<file path="config.mk">
export PLATFORM = sky130hd
export DESIGN_NAME = frame_desc_dma
export DESIGN_NICKNAME = d
export VERILOG_FILES = /design/src/rtl/fdma_pkg.sv /design/src/rtl/fdma_desc_latch.sv /design/src/rtl/fdma_xfer_ctr.sv /design/src/rtl/fdma_route.sv /design/src/rtl/frame_desc_dma.sv
export SDC_FILE = /design/constraint.sdc
export NUM_CORES = 1
export LEC_CHECK = 0
export CAP_MARGIN = 20
export CELL_PAD_IN_SITES_DETAIL_PLACEMENT = 1
export CELL_PAD_IN_SITES_GLOBAL_PLACEMENT = 2
export CORE_MARGIN = 8
export CORE_UTILIZATION = 43
export DETAILED_ROUTE_END_ITERATION = 12
export DONT_BUFFER_PORTS = 1
export GPL_ROUTABILITY_DRIVEN = 0
export GPL_TIMING_DRIVEN = 0
export HOLD_SLACK_MARGIN = 0.06
export PLACE_DENSITY = 0.95
export SYNTH_ARGS = -nofsm -noshare
export SYNTH_HDL_FRONTEND = slang
export SYNTH_SLANG_ARGS = --single-unit
</file>
<file path="constraint.sdc">
create_clock -name clk -period 4.5 [get_ports clk]
set_input_delay 0.9 -clock clk [delete_from_list [all_inputs] [get_ports clk]]
set_output_delay 0.9 -clock clk [all_outputs]
set_load 0.01 [all_outputs]
</file>
<file path="src/rtl/fdma_pkg.sv">
package fdma_pkg;
  localparam int DESC_WORDS = 4;
  typedef enum logic [1:0] {
    ST_IDLE  = 2'd0,
    ST_DESC  = 2'd1,
    ST_XGATE = 2'd2,
    ST_XFER  = 2'd3
  } fdma_state_e;
endpackage

</file>
<file path="src/rtl/fdma_desc_latch.sv">
module fdma_desc_latch #(
  parameter int AW = 32,
  parameter int DW = 32
) (
  input  logic          clk,
  input  logic          rst_n,
  input  logic          cap_en,
  input  logic [1:0]    cap_idx,
  input  logic [DW-1:0] cap_data,
  output logic [AW-1:0] link_addr,
  output logic [AW-1:0] src_addr,
  output logic [DW-1:0] fid,
  output logic [DW-1:0] cmd
);
  logic [AW-1:0] link_q, src_q;
  logic [DW-1:0] fid_q, cmd_q;
  logic link_en, src_en, fid_en, cmd_en;

  always_comb begin
    link_en = cap_en && (cap_idx == 2'd0);
    src_en  = cap_en && (cap_idx == 2'd1);
    fid_en  = cap_en && (cap_idx == 2'd2);
    cmd_en  = cap_en && (cap_idx == 2'd3);
  end

  always_ff @(posedge clk or negedge rst_n) begin
    if (!rst_n) begin
      link_q <= '0;
      src_q  <= '0;
      fid_q  <= '0;
      cmd_q  <= '0;
    end else begin
      if (link_en) link_q <= AW'(cap_data);
      if (src_en)  src_q  <= AW'(cap_data);
      if (fid_en)  fid_q  <= cap_data;
      if (cmd_en)  cmd_q  <= cap_data;
    end
  end

  assign link_addr = link_q;
  assign src_addr  = src_q;
  assign fid       = fid_q;
  assign cmd       = cmd_q;
endmodule

</file>
<file path="src/rtl/fdma_xfer_ctr.sv">
module fdma_xfer_ctr #(
  parameter int AW    = 32,
  parameter int LEN_W = 16,
  parameter int BURST = 16
) (
  input  logic             clk,
  input  logic             rst_n,
  input  logic             load,
  input  logic [AW-1:0]    load_addr,
  input  logic [LEN_W-1:0] load_len,
  input  logic             burst_go,
  input  logic             beat,
  output logic [AW-1:0]    cur_addr,
  output logic             last_word,
  output logic             burst_end
);
  localparam int BEAT_W = $clog2(BURST + 1);

  logic [AW-1:0]     addr_q, addr_d;
  logic [LEN_W-1:0]  rem_q, rem_d;
  logic [BEAT_W-1:0] bcnt_q, bcnt_d;
  logic              upd_en;

  always_comb begin
    upd_en = load || burst_go || beat;
    addr_d = addr_q;
    rem_d  = rem_q;
    bcnt_d = bcnt_q;
    if (load) begin
      addr_d = load_addr;
      rem_d  = load_len;
      bcnt_d = '0;
    end else if (burst_go) begin
      bcnt_d = '0;
    end else if (beat) begin
      addr_d = addr_q + AW'(1);
      rem_d  = rem_q - LEN_W'(1);
      bcnt_d = bcnt_q + BEAT_W'(1);
    end
  end

  always_ff @(posedge clk or negedge rst_n) begin
    if (!rst_n) begin
      addr_q <= '0;
      rem_q  <= '0;
      bcnt_q <= '0;
    end else if (upd_en) begin
      addr_q <= addr_d;
      rem_q  <= rem_d;
      bcnt_q <= bcnt_d;
    end
  end

  assign cur_addr  = addr_q;
  assign last_word = (rem_q == LEN_W'(1));
  assign burst_end = last_word || (bcnt_q == BEAT_W'(BURST - 1));
endmodule

</file>
<file path="src/rtl/fdma_route.sv">
module fdma_route #(
  parameter int DW     = 32,
  parameter int PAL_AW = 8
) (
  input  logic              clk,
  input  logic              rst_n,
  input  logic              beat,
  input  logic              to_pal,
  input  logic              idx_clr,
  input  logic [DW-1:0]     data,
  output logic              pix_valid,
  output logic [DW-1:0]     pix_data,
  output logic              pal_we,
  output logic [PAL_AW-1:0] pal_addr,
  output logic [DW-1:0]     pal_wdata
);
  logic              pv_q, pw_q;
  logic [DW-1:0]     pd_q, wd_q;
  logic [PAL_AW-1:0] idx_q, wa_q;
  logic              pix_hit, pal_hit;

  always_comb begin
    pix_hit = beat && !to_pal;
    pal_hit = beat && to_pal;
  end

  always_ff @(posedge clk or negedge rst_n) begin
    if (!rst_n) begin
      pv_q  <= 1'b0;
      pw_q  <= 1'b0;
      pd_q  <= '0;
      wd_q  <= '0;
      wa_q  <= '0;
      idx_q <= '0;
    end else begin
      pv_q <= pix_hit;
      pw_q <= pal_hit;
      if (pix_hit) pd_q <= data;
      if (pal_hit) begin
        wd_q  <= data;
        wa_q  <= idx_q;
        idx_q <= idx_q + PAL_AW'(1);
      end else if (idx_clr) begin
        idx_q <= '0;
      end
    end
  end

  assign pix_valid = pv_q;
  assign pix_data  = pd_q;
  assign pal_we    = pw_q;
  assign pal_addr  = wa_q;
  assign pal_wdata = wd_q;
endmodule

</file>
<file path="src/rtl/frame_desc_dma.sv">
module frame_desc_dma
  import fdma_pkg::*;
#(
  parameter int AW      = 32,
  parameter int DW      = 32,
  parameter int LEN_W   = 16,
  parameter int BURST   = 16,
  parameter int ROOM_W  = 8,
  parameter int PAL_BIT = 28,
  parameter int PAL_AW  = 8
) (
  input  logic              clk,
  input  logic              rst_n,
  input  logic              frame_start,
  input  logic [AW-1:0]     head_addr,
  input  logic [ROOM_W-1:0] fifo_room,
  output logic              mem_req,
  output logic [AW-1:0]     mem_addr,
  input  logic              mem_rvalid,
  input  logic [DW-1:0]     mem_rdata,
  output logic              pix_valid,
  output logic [DW-1:0]     pix_data,
  output logic              pal_we,
  output logic [PAL_AW-1:0] pal_addr,
  output logic [DW-1:0]     pal_wdata,
  output logic [DW-1:0]     frame_id
);
  localparam logic [ROOM_W-1:0] BURST_ROOM = ROOM_W'(BURST);

  fdma_state_e   state_q, state_d;
  logic [AW-1:0] ptr_q, ptr_d;
  logic          ptr_en;
  logic [1:0]    widx_q, widx_d;
  logic          widx_en;
  logic          run_q, run_en;
  logic          desc_beat, data_beat, desc_last, desc_done, burst_go, end_pal;
  logic [AW-1:0] link_addr, src_addr, cur_addr;
  logic [DW-1:0] cmd_w;
  logic          last_word, burst_end;

  assign desc_beat = mem_rvalid && (state_q == ST_DESC);
  assign data_beat = mem_rvalid && (state_q == ST_XFER);
  assign desc_last = desc_beat && (widx_q == 2'(DESC_WORDS - 1));
  assign end_pal   = (state_q == ST_DESC) ? mem_rdata[PAL_BIT] : cmd_w[PAL_BIT];

  fdma_desc_latch #(.AW(AW), .DW(DW)) u_desc (
    .clk(clk), .rst_n(rst_n), .cap_en(desc_beat), .cap_idx(widx_q),
    .cap_data(mem_rdata), .link_addr(link_addr), .src_addr(src_addr),
    .fid(frame_id), .cmd(cmd_w)
  );

  fdma_xfer_ctr #(.AW(AW), .LEN_W(LEN_W), .BURST(BURST)) u_ctr (
    .clk(clk), .rst_n(rst_n), .load(desc_last), .load_addr(src_addr),
    .load_len(mem_rdata[LEN_W-1:0]), .burst_go(burst_go), .beat(data_beat),
    .cur_addr(cur_addr), .last_word(last_word), .burst_end(burst_end)
  );

  fdma_route #(.DW(DW), .PAL_AW(PAL_AW)) u_route (
    .clk(clk), .rst_n(rst_n), .beat(data_beat), .to_pal(cmd_w[PAL_BIT]),
    .idx_clr(desc_last), .data(mem_rdata), .pix_valid(pix_valid),
    .pix_data(pix_data), .pal_we(pal_we), .pal_addr(pal_addr),
    .pal_wdata(pal_wdata)
  );

  always_comb begin
    state_d   = state_q;
    ptr_d     = ptr_q;
    ptr_en    = 1'b0;
    widx_d    = widx_q;
    widx_en   = 1'b0;
    run_en    = 1'b0;
    burst_go  = 1'b0;
    desc_done = 1'b0;
    case (state_q)
      ST_IDLE: begin
        if (frame_start) begin
          state_d = ST_DESC;
          widx_d  = '0;
          widx_en = 1'b1;
          run_en  = 1'b1;
          if (!run_q) begin
            ptr_d  = head_addr;
            ptr_en = 1'b1;
          end
        end
      end
      ST_DESC: begin
        if (desc_beat) begin
          widx_d  = widx_q + 2'd1;
          widx_en = 1'b1;
          if (desc_last) begin
            if (mem_rdata[LEN_W-1:0] == '0) desc_done = 1'b1;
            else                            state_d   = ST_XGATE;
          end
        end
      end
      ST_XGATE: begin
        if (cmd_w[PAL_BIT] || (fifo_room >= BURST_ROOM)) begin
          state_d  = ST_XFER;
          burst_go = 1'b1;
        end
      end
      ST_XFER: begin
        if (data_beat && burst_end) begin
          if (last_word) desc_done = 1'b1;
          else           state_d   = ST_XGATE;
        end
      end
      default: state_d = ST_IDLE;
    endcase
    if (desc_done) begin
      ptr_d   = link_addr;
      ptr_en  = 1'b1;
      widx_d  = '0;
      widx_en = 1'b1;
      state_d = end_pal ? ST_DESC : ST_IDLE;
    end
  end

  always_ff @(posedge clk or negedge rst_n) begin
    if (!rst_n) begin
      state_q <= ST_IDLE;
      ptr_q   <= '0;
      widx_q  <= '0;
      run_q   <= 1'b0;
    end else begin
      state_q <= state_d;
      if (ptr_en)  ptr_q  <= ptr_d;
      if (widx_en) widx_q <= widx_d;
      if (run_en)  run_q  <= 1'b1;
    end
  end

  assign mem_req  = (state_q == ST_DESC) || (state_q == ST_XFER);
  assign mem_addr = (state_q == ST_XFER) ? cur_addr : (ptr_q + AW'(widx_q));
endmodule

</file>
==> results_dict.tcl <==
set metrics [dict create \
    result_of_the_run "finished, final reports clean" \
    cts_num_sinks 269 \
    drt_iter0_markers 621 \
    route.vias.total 10100 \
    synthesis.area_um2 12400 \
    drv_cap 0 \
    grt_antenna_before_repair 8 \
    route.antenna.remaining_nets 0 \
    cp-start-kind "flip-flop" \
    mappedNetlistNets 1321 \
    final_hold_viols 0 \
    clock_tree_from_tritoncts "yes" \
    cts_buffer_depth 3 \
    worst_slew_margin_rel_pct 41.9 \
    drt_pre_antenna_iters 5 \
    drcViolationCount 0 \
    worst_pin_slew_ns 0.872 \
    netlist-cell-type-count 53 \
    r2r_setup_slack_ns 1.57 \
    fin_nets 1359 \
    port_buffers 0 \
    utilization_pct 49.3 \
    layout.filler_cells 3181 \
    fin_worst_hold_slack_ns 0.266 \
    synthTopCellsByArea "dfrtp_1 54%, nand2_1 10%, mux2_2 8.8%" \
    drt-wirelength-per-cell_um 25.3 \
    number_of_enable_type_register_cells_in_the_synthesized_netlist 0 \
    grt_setup_unrepaired "no" \
    worst_path_dominant_cell_family "simple AND/OR/NAND/NOR gates" \
    synth.top_cell.area_share_pct 54.1 \
    initial_cell_density_of_the_core_pct 43.5 \
    yosys_warnings 0 \
    num_rows 62 \
    dieArea_um2 34600 \
    cp.required_ns 3.60 \
    maxClockFrequency_mhz 231 \
    async_flop_share_pct 100 \
    r2r_end "u_ctr.cur_addr[25]" \
    synth-seq-cells 269 \
    netlist_top_cells_count "334 x nand2_1, 269 x dfrtp_1, 97 x mux2_2" \
    chipHeight_um 186 \
    cell_count_after_synthesis 1232 \
    area_growth_syn_to_layout_pct 13.4 \
    globalRouteOverflowTotal 0 \
    path_buf_inv 1 \
    grt_pass1_vias 10500 \
    crit_path_end_kind "output port" \
    clockRootBuffer "clkbuf_16" \
    core_area_um2 28600 \
    skew_ns 0.0186 \
    layout-drive-gt1-share_pct 13.5 \
    dp_hpwl_mm 29.9 \
    total_cts_buffers 30 \
    grt_max_degree 270 \
    fin_total_pwr_mw 9.88 \
    critical_path_arrival_ns 3.44 \
    worstPathCellList "inv_1, fa_1, nand3b_1, or4_4, nor4_1, xnor2_1, o21ai_2" \
    hold_path_class "input pin to asynchronous set/reset pin" \
    min_period_over_period_pct 96.3 \
    static_leakage_nw 6.22 \
    peakVddDrop_mv 0.318 \
    slowest_delay_ns 0.64 \
    synth_top_flop_cell "dfrtp_1" \
    worstSkewPairLatency_ns 0.57 \
    via_per_inst 5.99 \
    pin_count 215 \
    critical_path.max_fanout 5 \
    setup.worst_path.class "flip-flop to output port" \
    synthMostInstantiatedCell "nand2_1" \
    post_synthesis_mean_instance_area_um2 10.1 \
    worst_path_max_delay_cell "or4_4" \
    grt_util_all_layers_pct 24.3 \
    clkTransAtPathRegs_ns 0.07 \
    dieWidth_um 186 \
    power-per-cell-area_nw_per_um2 700 \
    layout_min_cycle_time_ns 4.34 \
    grt_pass1_wl_mm 64.5 \
    synth_largest_area_cell "dfrtp_1" \
    cts_htree_levels 1 \
    setup_viol 0 \
    timing.final.max_slew_violations 0 \
    yosysSeqAreaShare_pct 54.1 \
    drt-total-wl_mm 42.6 \
    ff2ff_path_depth 7 \
]
[per-stage QoR]
step	TNS (ns)	instances	instance area [um2]	worst slack, ns
4_1_cts	0	1674	14000	0.0351
6_report	0	1680	14100	0.164
2_1_floorplan	0	1232	12400	1.07
3_3_place_gp	-0.0454	1616	12900	-0.0454
3_5_place_dp	0	1618	12900	0.328
5_1_grt	0	1679	14100	0.0575
[kinds of logic (layout without fill, tap and decap cells)]
family | after synthesis | count (layout) | share of synthesized area [%]
AND/OR/NAND/NOR | 564 | 564 | 20.8
flip-flops | 269 | 269 | 54.1
AO/OA/AOI/OAI | 169 | 169 | 9.76
multiplexers | 101 | 101 | 9.10
buffers and inverters | 83 | 145 | 2.56
XOR/XNOR | 33 | 33 | 2.32
adder cells (fa/ha/maj) | 13 | 13 | 1.37
other | 0 | 2 | 0
[layout by cell type (no fill, tap or decap), types with 6 or more instances in the layout]
| cell type | synthesis | final |
|---|---|---|
| o211ai_1 | 21 | 21 |
| o21ai_0 | 51 | 48 |
| nor2_1 | 40 | 40 |
| and2_1 | 36 | 36 |
| mux2_2 | 97 | 97 |
| nand2_1 | 334 | 334 |
| a21oi_1 | 12 | 12 |
| ha_1 | 12 | 12 |
| nor3_1 | 14 | 14 |
| a31oi_1 | 9 | 9 |
| nand4_1 | 28 | 28 |
| nand3_1 | 53 | 53 |
| and3_1 | 8 | 8 |
| xor2_1 | 22 | 22 |
| buf_2 | 6 | 7 |
| o311ai_0 | 13 | 13 |
| inv_1 | 16 | 16 |
| xnor2_1 | 11 | 11 |
| dfrtp_1 | 269 | 268 |
| nor4_1 | 11 | 9 |
| clkbuf_16 | 0 | 31 |
| buf_1 | 7 | 7 |
| clkinv_2 | 0 | 6 |
| a221o_1 | 39 | 39 |
| clkbuf_1 | 53 | 57 |
| or3_1 | 6 | 6 |
| clkbuf_8 | 0 | 8 |
[area by class of cell]
class                           instances  area, um2  share of cell area, %
Sequential cell                       269       6730                   47.7
Multi-Input combinational cell        880       5420                   38.4
Clock buffer                           43        901                   6.38
Tap cell                              384        480                   3.40
Buffer                                 66        255                   1.81
Clock inverter                         13        173                   1.22
Timing Repair Buffer                    6       85.1                  0.603
Inverter                               17       63.8                  0.452
Antenna cell                            2       5.00                 0.0355
[worst max path at each step]
stage	from	end	cells past startpoint
6_report	widx_q[1]	mem_addr[30]	7
4_1_cts	widx_q[0]	mem_addr[28]	8
5_1_grt	widx_q[0]	mem_addr[30]	8
2_1_floorplan	widx_q[0]	mem_addr[24]	8
3_3_place_gp	widx_q[0]	mem_addr[24]	8
3_5_place_dp	widx_q[0]	mem_addr[24]	9
[flip-flops by register name (all words and copies together), names as in the netlist, 2 cells and up, named ones only]
| name | cells |
|---|---|
| ptr_q | 32 |
| u_ctr.cur_addr | 32 |
| u_desc.fid | 32 |
| u_desc.link_addr | 32 |
| u_desc.src_addr | 32 |
| u_route.pal_wdata | 32 |
| u_route.pix_data | 32 |
| u_ctr.rem_q | 16 |
| u_route.idx_q | 8 |
| u_route.pal_addr | 8 |
| u_ctr.bcnt_q | 5 |
| widx_q | 2 |
[worst reg2reg max path, cell delays in order, from the launching register on]
cell and delay, ns:
dfrtp_1 0.36, clkbuf_1 0.26, clkbuf_1 0.36, nand4b_1 0.21
clkbuf_1 0.58, clkbuf_1 0.73, o211ai_1 0.21, nand3_1 0.14
[metal layers]
metal  global-route usage [%]  routed length, um
met3                     6.21               3130
met4                     8.57               1540
met2                     40.1              20600
met1                     30.5              17200
met5                        0                 84
[power breakdown]
group / total (mW) / leakage [nW] / internal [mW] / switching [mW]
combinational: 2.63 / 2.31 / 1.09 / 1.54
sequential: 4.60 / 3.39 / 3.46 / 1.14
clock: 2.65 / 0.525 / 1.61 / 1.03
total: 9.88 / 6.22 / 6.17 / 3.71
[timing repair]
| action | CTS | global route |
|---|---|---|
| gates cloned | 0 | 0 |
| endpoints found under the hold margin | 269 | 16 |
| setup buffers | 0 | 1 |
| resized for setup | 8 | 2 |
| setup endpoints to repair | 8 | 7 |
Power figures use the tool's default switching activity.
